[src/rtl/sw_pkg.sv]
package sw_pkg;
  localparam int unsigned SW_A_W   = 7;
  localparam int unsigned SW_B_W   = 11;
  localparam int unsigned SW_P_LOG = 6;   // small prescaler = 2**SW_P_LOG
  localparam int unsigned SW_B_MIN = 3;
endpackage

[src/rtl/sw_down_cnt.sv]
module sw_down_cnt #(
  parameter int unsigned W = 8
) (
  input  logic         clk_i,
  input  logic         rst_ni,
  input  logic         clr_i,
  input  logic         load_i,
  input  logic [W-1:0] load_val_i,
  input  logic         dec_i,
  output logic [W-1:0] cnt_o,
  output logic         zero_o,
  output logic         one_o
);
  logic [W-1:0] cnt_q;

  always_ff @(posedge clk_i or negedge rst_ni) begin
    if (!rst_ni)                    cnt_q <= '0;
    else if (clr_i)                 cnt_q <= '0;
    else if (load_i)                cnt_q <= load_val_i;
    else if (dec_i && cnt_q != '0)  cnt_q <= cnt_q - W'(1);
  end

  assign cnt_o  = cnt_q;
  assign zero_o = (cnt_q == '0);
  assign one_o  = (cnt_q == W'(1));
endmodule

[src/rtl/sw_ratio_clamp.sv]
module sw_ratio_clamp #(
  parameter int unsigned A_W   = 7,
  parameter int unsigned B_W   = 11,
  parameter int unsigned P_LOG = 6,
  parameter int unsigned B_MIN = 3
) (
  input  logic [A_W-1:0] a_i,
  input  logic [B_W-1:0] b_i,
  input  logic           p_big_i,
  output logic [A_W-1:0] a_o,
  output logic [B_W-1:0] b_o
);
  localparam int unsigned P_SMALL = 1 << P_LOG;
  localparam int unsigned P_BIG   = 1 << (P_LOG + 1);
  localparam logic [A_W-1:0] A_CAP_S = A_W'(P_SMALL - 1);
  localparam logic [A_W-1:0] A_CAP_B = A_W'(P_BIG - 1);

  logic [A_W-1:0] a_cap;
  logic [A_W-1:0] a_p;
  logic [B_W-1:0] a_ext;

  assign b_o   = (b_i < B_W'(B_MIN)) ? B_W'(B_MIN) : b_i;
  assign a_cap = p_big_i ? A_CAP_B : A_CAP_S;
  assign a_p   = (a_i > a_cap) ? a_cap : a_i;

  // widen A before comparing against B
  generate
    if (B_W > A_W) begin : g_pad
      assign a_ext = {{(B_W-A_W){1'b0}}, a_p};
    end else begin : g_nopad
      assign a_ext = B_W'(a_p);
    end
  endgenerate

  assign a_o = (a_ext > b_o) ? A_W'(b_o) : a_p;
endmodule

[src/rtl/swallow_div.sv]
module swallow_div
  import sw_pkg::*;
#(
  parameter int unsigned A_W   = SW_A_W,
  parameter int unsigned B_W   = SW_B_W,
  parameter int unsigned P_LOG = SW_P_LOG,
  parameter int unsigned B_MIN = SW_B_MIN
) (
  input  logic           clk_i,
  input  logic           rst_ni,
  input  logic [A_W-1:0] swallow_i,
  input  logic [B_W-1:0] main_i,
  input  logic           psel_i,
  input  logic           cnt_rst_i,
  input  logic           pwdn_i,
  output logic           mod_o,
  output logic           div_o,
  output logic           psel_o
);
  logic [A_W-1:0] a_eff, a_cnt;
  logic [B_W-1:0] b_eff, b_cnt;
  logic a_zero, a_one, b_zero, b_one;
  logic run_q, div_q, psel_q;
  logic active_w, load_w, dec_w;

  assign active_w = ~cnt_rst_i & ~pwdn_i;
  assign load_w   = active_w & (~run_q | b_one);
  assign dec_w    = active_w & run_q & ~b_one;

  sw_ratio_clamp #(
    .A_W(A_W), .B_W(B_W), .P_LOG(P_LOG), .B_MIN(B_MIN)
  ) i_clamp (
    .a_i     (swallow_i),
    .b_i     (main_i),
    .p_big_i (psel_i),
    .a_o     (a_eff),
    .b_o     (b_eff)
  );

  sw_down_cnt #(.W(A_W)) i_a_cnt (
    .clk_i      (clk_i),
    .rst_ni     (rst_ni),
    .clr_i      (cnt_rst_i),
    .load_i     (load_w),
    .load_val_i (a_eff),
    .dec_i      (dec_w),
    .cnt_o      (a_cnt),
    .zero_o     (a_zero),
    .one_o      (a_one)
  );

  sw_down_cnt #(.W(B_W)) i_b_cnt (
    .clk_i      (clk_i),
    .rst_ni     (rst_ni),
    .clr_i      (cnt_rst_i),
    .load_i     (load_w),
    .load_val_i (b_eff),
    .dec_i      (dec_w),
    .cnt_o      (b_cnt),
    .zero_o     (b_zero),
    .one_o      (b_one)
  );

  always_ff @(posedge clk_i or negedge rst_ni) begin
    if (!rst_ni) begin
      run_q  <= 1'b0;
      div_q  <= 1'b0;
      psel_q <= 1'b0;
    end else if (cnt_rst_i) begin
      run_q  <= 1'b0;
      div_q  <= 1'b0;
    end else if (pwdn_i) begin
      div_q  <= 1'b0;
    end else begin
      div_q <= load_w & run_q;  // no pulse on the very first cycle
      if (load_w) begin
        run_q  <= 1'b1;
        psel_q <= psel_i;
      end
    end
  end

  assign mod_o  = run_q & ~a_zero & ~pwdn_i;
  assign div_o  = div_q & ~pwdn_i;
  assign psel_o = psel_q;
endmodule

[config.mk]
export PLATFORM = sky130hd
export DESIGN_NAME = swallow_div
export DESIGN_NICKNAME = d
export VERILOG_FILES = /design/src/rtl/sw_pkg.sv /design/src/rtl/sw_down_cnt.sv /design/src/rtl/sw_ratio_clamp.sv /design/src/rtl/swallow_div.sv
export SDC_FILE = /design/constraint.sdc
export NUM_CORES = 1
export LEC_CHECK = 0
export CAP_MARGIN = 10
export CORE_ASPECT_RATIO = 0.8
export CORE_MARGIN = 2
export CORE_UTILIZATION = 32
export CTS_CLUSTER_DIAMETER = 80
export DETAILED_ROUTE_END_ITERATION = 10
export DONT_BUFFER_PORTS = 1
export SETUP_SLACK_MARGIN = 0.3
export SYNTH_ARGS = -nofsm -noshare
export SYNTH_HDL_FRONTEND = slang
export SYNTH_HIERARCHICAL = 1
export SYNTH_SLANG_ARGS = --single-unit
[constraint.sdc]
create_clock -name clk_i -period 3.08 [get_ports clk_i]
set_input_delay 0.924 -clock clk_i [delete_from_list [all_inputs] [get_ports clk_i]]
set_output_delay 0.924 -clock clk_i [all_outputs]
set_load 0.1 [all_outputs]
==> results of run 1 <==
-- routing by layer --
layer / wire, um / track usage (%) / vias up
met1: 2160 / 22.3 / 692
met2: 1820 / 21.4 / 47
met4: 27 / 2.53 / 0
li1: - / - / 728
met3: 325 / 4.38 / 2
met5: 0 / 0 / -
-- placed cells by master (no fill, tap or decap), drive strengths merged, types with 2 or more instances in the layout --
master and count:
nor2 15, a221oi 2, or4 7, nand2 8
xnor2 6, o21a 6, o211ai 2, a31oi 3
nand3b 2, a311oi 3, o31ai 4, mux2i 2
o21ai 3, nand2b 2, clkbuf 4, a2111oi 3
and4 3, nor2b 3, ha 12, buf 11
a21oi 13, or2 5, a211oi 4, mux2 8
nor4 5, dfrtp 21, inv 25, or3 3
nor3 4
-- what timing repair did --
item,4_1_cts,5_1_grt
setup buffers,1,0
setup endpoints to repair,8,8
pin swaps,4,2
cloned,0,0
resized for setup,4,8
-- layout make-up --
cell class	count	area, um2
Fill cell	566	3360
Multi-Input combinational cell	141	1240
Sequential cell	21	526
Inverter	25	106
Tap cell	78	97.6
Timing Repair Buffer	11	90.1
Clock buffer	4	45.0
-- sequential cells by signal, summed over array words and instances (netlist names) --
name           flops
i_a_cnt/cnt_o      7
i_b_cnt/cnt_o     11
psel_o             1
div_q              1
run_q              1
-- where the power goes --
part	switching (mW)	leakage, nW	internal, mW
Sequential	0.0479	0.280	0.298
Clock	0.0983	0.0228	0.0923
Combinational	0.140	0.559	0.115
Total	0.286	0.861	0.505
-- worst max-delay path, stage by stage --
cell and delay [ps]:
and4_1 190, a41oi_2 210, mux2_4 340, ha_4 300
nand4_4 110, a21oi_4 150, o221ai_4 170, buf_6 160
mux2_4 300, nor2b_4 110, nor3_2 40
-- final timing paths --
kind | to | slack (ps) | cells after the start
setup / recovery | i_a_cnt/cnt_o[6]$_DFFE_PN0P_ | 200 | 11
setup reg to reg | i_b_cnt/cnt_o[4]$_DFFE_PN0P_ | 580 | 7
hold reg to reg | i_b_cnt/cnt_o[10]$_DFFE_PN0P_ | 540 | 2
max in group asynchronous | i_a_cnt/cnt_o[1]$_DFFE_PN0P_ | 2660 | 0
min in group clk_i | i_b_cnt/cnt_o[10]$_DFFE_PN0P_ | 540 | 2
hold / removal | psel_o$_DFFE_PN0P_ | 340 | 0
==> key figures, run 1 <==
Outcome
  – Outcome: completed

Floorplanning
  – Boundary pin count: 26
  – Die width: a little under 90 um
  – Row cnt: 24
  – Initial core utilization: between 30% and 40%
  – Chip Height: ~71 um
  – Core Area: approximately 5500 um2
  – Die ar.: 6280 um2

Clocking
  – Reg clk slew, reported paths: ~90 ps
  – Root Driver: clkbuf_8
  – CTS tree: done
  – Clk sink count: 21
  – Hold_buf cts: 0
  – Worst skew pair latency: around 270 ps
  – CTS buffer count: 3
  – Largest buffer count on any clock path: 2
  – H-tree levels: 1

Drt
  – Residual DRC count: 0
  – Via density: ~5.2
  – Detailed Route WL: approximately 4300 um
  – Routed length per instance: about 15 um
  – Pre-Repair DR Iteration Count: 4
  – Initial DRC count: ~100
  – Via count: 1469
  – DRT antenna net count: 0

Final layout
  – Proportion of layout cells with a drive suffix above 1: 28.2%
  – Post-route insts no fill: 280
  – Final Core Density: about two fifths
  – Design area: 2100 um2
  – Fin nets: 238
  – Area grow syn2layout: 16.1%
  – ANT cells: 0

Place
  – Final HPWL DP: 3270 um
  – Post-Place Cell Area: ~2000 um2
  – RePlAce Congestion: slightly below 0.8
  – PortBufs: 0
  – Setup Slack @ Placement: -165 ps
  – Cells after DPL: roughly 280

Setup path
  – Startpoint Class: primary input
  – Largest fanout on the critical path: 6
  – Critical path launch point: swallow_i[3]
  – CP endpoint kind: flop
  – CP Data Arrival Time: between 3000 and 4000 ps
  – Reg2Reg Launch Point: i_b_cnt/cnt_o[4]$_DFFE_PN0P_
  – Required time of the critical path: 3220 ps
  – CP Class: in2reg

Synth
  – Synthesized Nets: 238
  – Gate Count Post-Synth: ~200
  – Syn. warnings: 6
  – Syn_area_per_cell: 8.92 um2
  – Cell Area, Synth: between 1500 and 2000 um2

Timing
  – Hold Violations, Final: 0
  – Final worst path period share: between 90% and 100%
  – Slew Limit Fails: 0
  – Final setup vio count: 0
  – Rel. slew slack: roughly two fifths
  – Max Fclk: ~350 MHz
  – Hold Worst Slack: between 300 and 400 ps
  – Final setup TNS: 0 ps
  – Least-Margin Pin Slew: 915 ps
  – Final Skew: roughly 14 ps
  – Min Tclk post-route: 2880 ps
  – RSZ-0062 raised after global routing: true
  – Final setup margin: approximately 200 ps

Power
  – PD cells: 377 nW/um2
  – Overall power: 0.791 mW
  – Worst IR Drop VDD: around 0.00016 V
  – LEAKAGE: approximately 0.86 nW

GRT
  – First-pass GRT wire length: approximately 7300 um
  – Number of antenna violations at the first check in global routing: 0
  – Largest net degree at the start of global routing: 24
  – Vias in the first global route: approximately 1.5k
  – Total congestion overflow: 0
  – GRT Overall Usage: between 10 and 15%

Worst hold path
  – Hold crit path type: in2async

Run
  – Maximum Capacitance Violations: 0
Power figures use the tool's default switching activity.
==> run 2: changes to the inputs <==
--- a/config.mk
+++ b/config.mk
@@ -5,13 +5,15 @@
 export SDC_FILE = /design/constraint.sdc
 export NUM_CORES = 1
 export LEC_CHECK = 0
+export ABC_AREA = 1
 export CAP_MARGIN = 10
 export CORE_ASPECT_RATIO = 0.8
 export CORE_MARGIN = 2
-export CORE_UTILIZATION = 32
+export CORE_UTILIZATION = 35
 export CTS_CLUSTER_DIAMETER = 80
 export DETAILED_ROUTE_END_ITERATION = 10
 export DONT_BUFFER_PORTS = 1
+export GPL_TIMING_DRIVEN = 1
 export SETUP_SLACK_MARGIN = 0.3
 export SYNTH_ARGS = -nofsm -noshare
 export SYNTH_HDL_FRONTEND = slang
==> run 2 against run 1 <==
Worst hold slack better by 7.0 ps. Critical path depth up 8. Clock-buffer cell count stayed put.
==> key figures, run 2 <==
Final layout
  – Commonest non-fill, non-tap cell in the layout: nand2_1
  – Most frequent cells in the layout: nand2_1, inv_1, nand3_1, nand2_2, dfrtp_1
  – Fillers: about 600
  – Area grow syn2layout: 17.8%
  – ANT cells: 0
  – Post-route insts no fill: 401
  – Proportion of layout cells with a drive suffix above 1: 23.5%
  – Fin nets: approximately 360
  – Multi-input logic area: 1500 um2
  – Seq. cell area: ~530 um2
  – Largest register FFs: 11

Place
  – PortBufs: 0
  – Cells after DPL: between 300 and 400
  – RePlAce Congestion: ~0.9
  – Final HPWL DP: between 3000 and 4000 um

Setup path
  – CP Data Arrival Time: around 2900 ps
  – CP Class: in2reg
  – Largest fanout on the critical path: 7
  – Required time of the critical path: 3240 ps
  – Startpoint Class: primary input
  – CP endpoint kind: flop

Power
  – P_int: roughly 0.63 mW
  – Clk pwr share: between 10% and 20%
  – LEAKAGE: roughly 1.2 nW
  – Psw: roughly 0.51 mW
  – Combinational share of power: a little under half
  – Share of power burned in registers: approximately 36%
  – Sw frac: between 40 and 50%
  – PD cells: between 400 and 500 nW/um2
  – Overall power: between 1 and 1.5 mW
  – Worst IR Drop VDD: around 0.00019 V

Outcome
  – Outcome: completed

Drt
  – Residual DRC count: 0
  – Pre-Repair DR Iteration Count: 4
  – Routed length per instance: between 10 and 15 um
  – DRT antenna net count: 0
  – Detailed Route WL: slightly above 5000 um
  – Via count: 1901
  – Initial DRC count: around 100
  – Via density: about 4.7

Timing
  – RSZ-0062 raised after global routing: true
  – Least-Margin Pin Slew: between 800 and 900 ps
  – Hold Violations, Final: 0
  – Final setup vio count: 0
  – Final setup TNS: 0 ps
  – Max Fclk: approximately 370 MHz
  – Min Tclk post-route: 2690 ps
  – Hold Worst Slack: ~340 ps
  – Final worst path period share: 87.4%
  – Slew Limit Fails: 0
  – Final Skew: 1.54 ps
  – Rel. slew slack: about two fifths

Worst hold path
  – Hold crit path type: in2async

Run
  – Maximum Capacitance Violations: 0

Floorplanning
  – Initial core utilization: between 30 and 40%
  – Die ar.: ~6400 um2
  – Core Area: around 5500 um2
  – Boundary pin count: 26
  – Row cnt: 24
  – Chip Height: ~72 um
  – Die width: between 80 and 90 um

Clocking
  – H-tree levels: 1
  – Root Driver: clkbuf_8
  – Worst skew pair latency: between 200 and 300 ps
  – Hold_buf cts: 0
  – Clk sink count: 21
  – CTS buffer count: 3
  – CTS tree: done
  – Largest buffer count on any clock path: 2
  – Reg clk slew, reported paths: about 80 ps

GRT
  – GRT Overall Usage: approximately 16%
  – First-pass GRT wire length: just over 8000 um
  – Number of antenna violations at the first check in global routing: 0
  – Vias in the first global route: about 1.8k
  – Total congestion overflow: 0
  – Largest net degree at the start of global routing: 22

Synth
  – Synthesized Nets: approximately 360
  – Cell Area, Synth: approximately 2000 um2
  – Gate Count Post-Synth: roughly 330
  – Syn. warnings: 6
  – Syn_area_per_cell: around 6.2 um2
==> run 2: metrics by stage <==
stage / util [%] / cell area [um2] / setup WS (ps)
finish: 43.4 / 2400 / 389
global route: 43.4 / 2400 / 238
CTS: 39.0 / 2160 / 372
detailed placement: 38.2 / 2110 / 96.8
global placement: 38.2 / 2110 / 146
floorplan: - / 2050 / 23.0
==> run 2: path summary, 6_finish.rpt <==
kind | startpoint | endpoint | slack [ps] | cells past startpoint
max | psel_i | i_a_cnt/cnt_o[0]$_DFFE_PN0P_ | 390 | 19
min | rst_ni | i_b_cnt/cnt_o[9]$_DFFE_PN0P_ | 340 | 0
max reg2reg | i_b_cnt/cnt_o[8]$_DFFE_PN0P_ | i_b_cnt/cnt_o[10]$_DFFE_PN0P_ | 660 | 11
min reg2reg | i_a_cnt/cnt_o[0]$_DFFE_PN0P_ | i_a_cnt/cnt_o[0]$_DFFE_PN0P_ | 510 | 2
max in group asynchronous | rst_ni | i_b_cnt/cnt_o[5]$_DFFE_PN0P_ | 2660 | 0
min in group clk_i | i_a_cnt/cnt_o[0]$_DFFE_PN0P_ | i_a_cnt/cnt_o[0]$_DFFE_PN0P_ | 510 | 2
==> run 2: final cells by class <==
class / instances / share of cell area [%]
Tap cell: 78 / 4.07
Multi-Input combinational cell: 245 / 62.3
Clock buffer: 4 / 1.88
Sequential cell: 21 / 21.9
Inverter: 46 / 7.51
Timing Repair Buffer: 7 / 2.35
==> run 2: power groups by stage <==
stage,clock (mW),sequential [mW],combinational [mW]
2_1_floorplan,0,0.398,0.414
3_3_place_gp,0,0.411,0.482
3_5_place_dp,0,0.413,0.489
4_1_cts,0.198,0.407,0.492
5_1_grt,0.210,0.416,0.618
6_report,0.191,0.407,0.535
==> run 2: what timing repair did <==
item / in CTS / in global routing
setup buffers: 0 / 3
gates resized for setup: 0 / 48
endpoints found under the setup margin: 0 / 7
==> run 2: routing by layer <==
layer,vias to the layer above,global-route usage (%),wire [um]
li1,1000,-,-
met1,852,25.5,2750
met2,47,23.3,2050
met3,2,3.30,244
met4,0,3.32,24
met5,-,0,0
==> run 2: worst max-delay path, stage by stage <==
cell	delay, ps
inv_8	10
ha_4	240
nand2_2	50
nor2_2	110
nand2_2	120
nand2_8	140
nand2_4	80
ha_4	240
nand2_2	50
nand2_2	60
a21oi_2	170
nand2_4	100
buf_4	150
nand3_1	70
nand2_1	70
nand2_1	60
o21ai_0	80
nand2_1	70
nand2_1	40
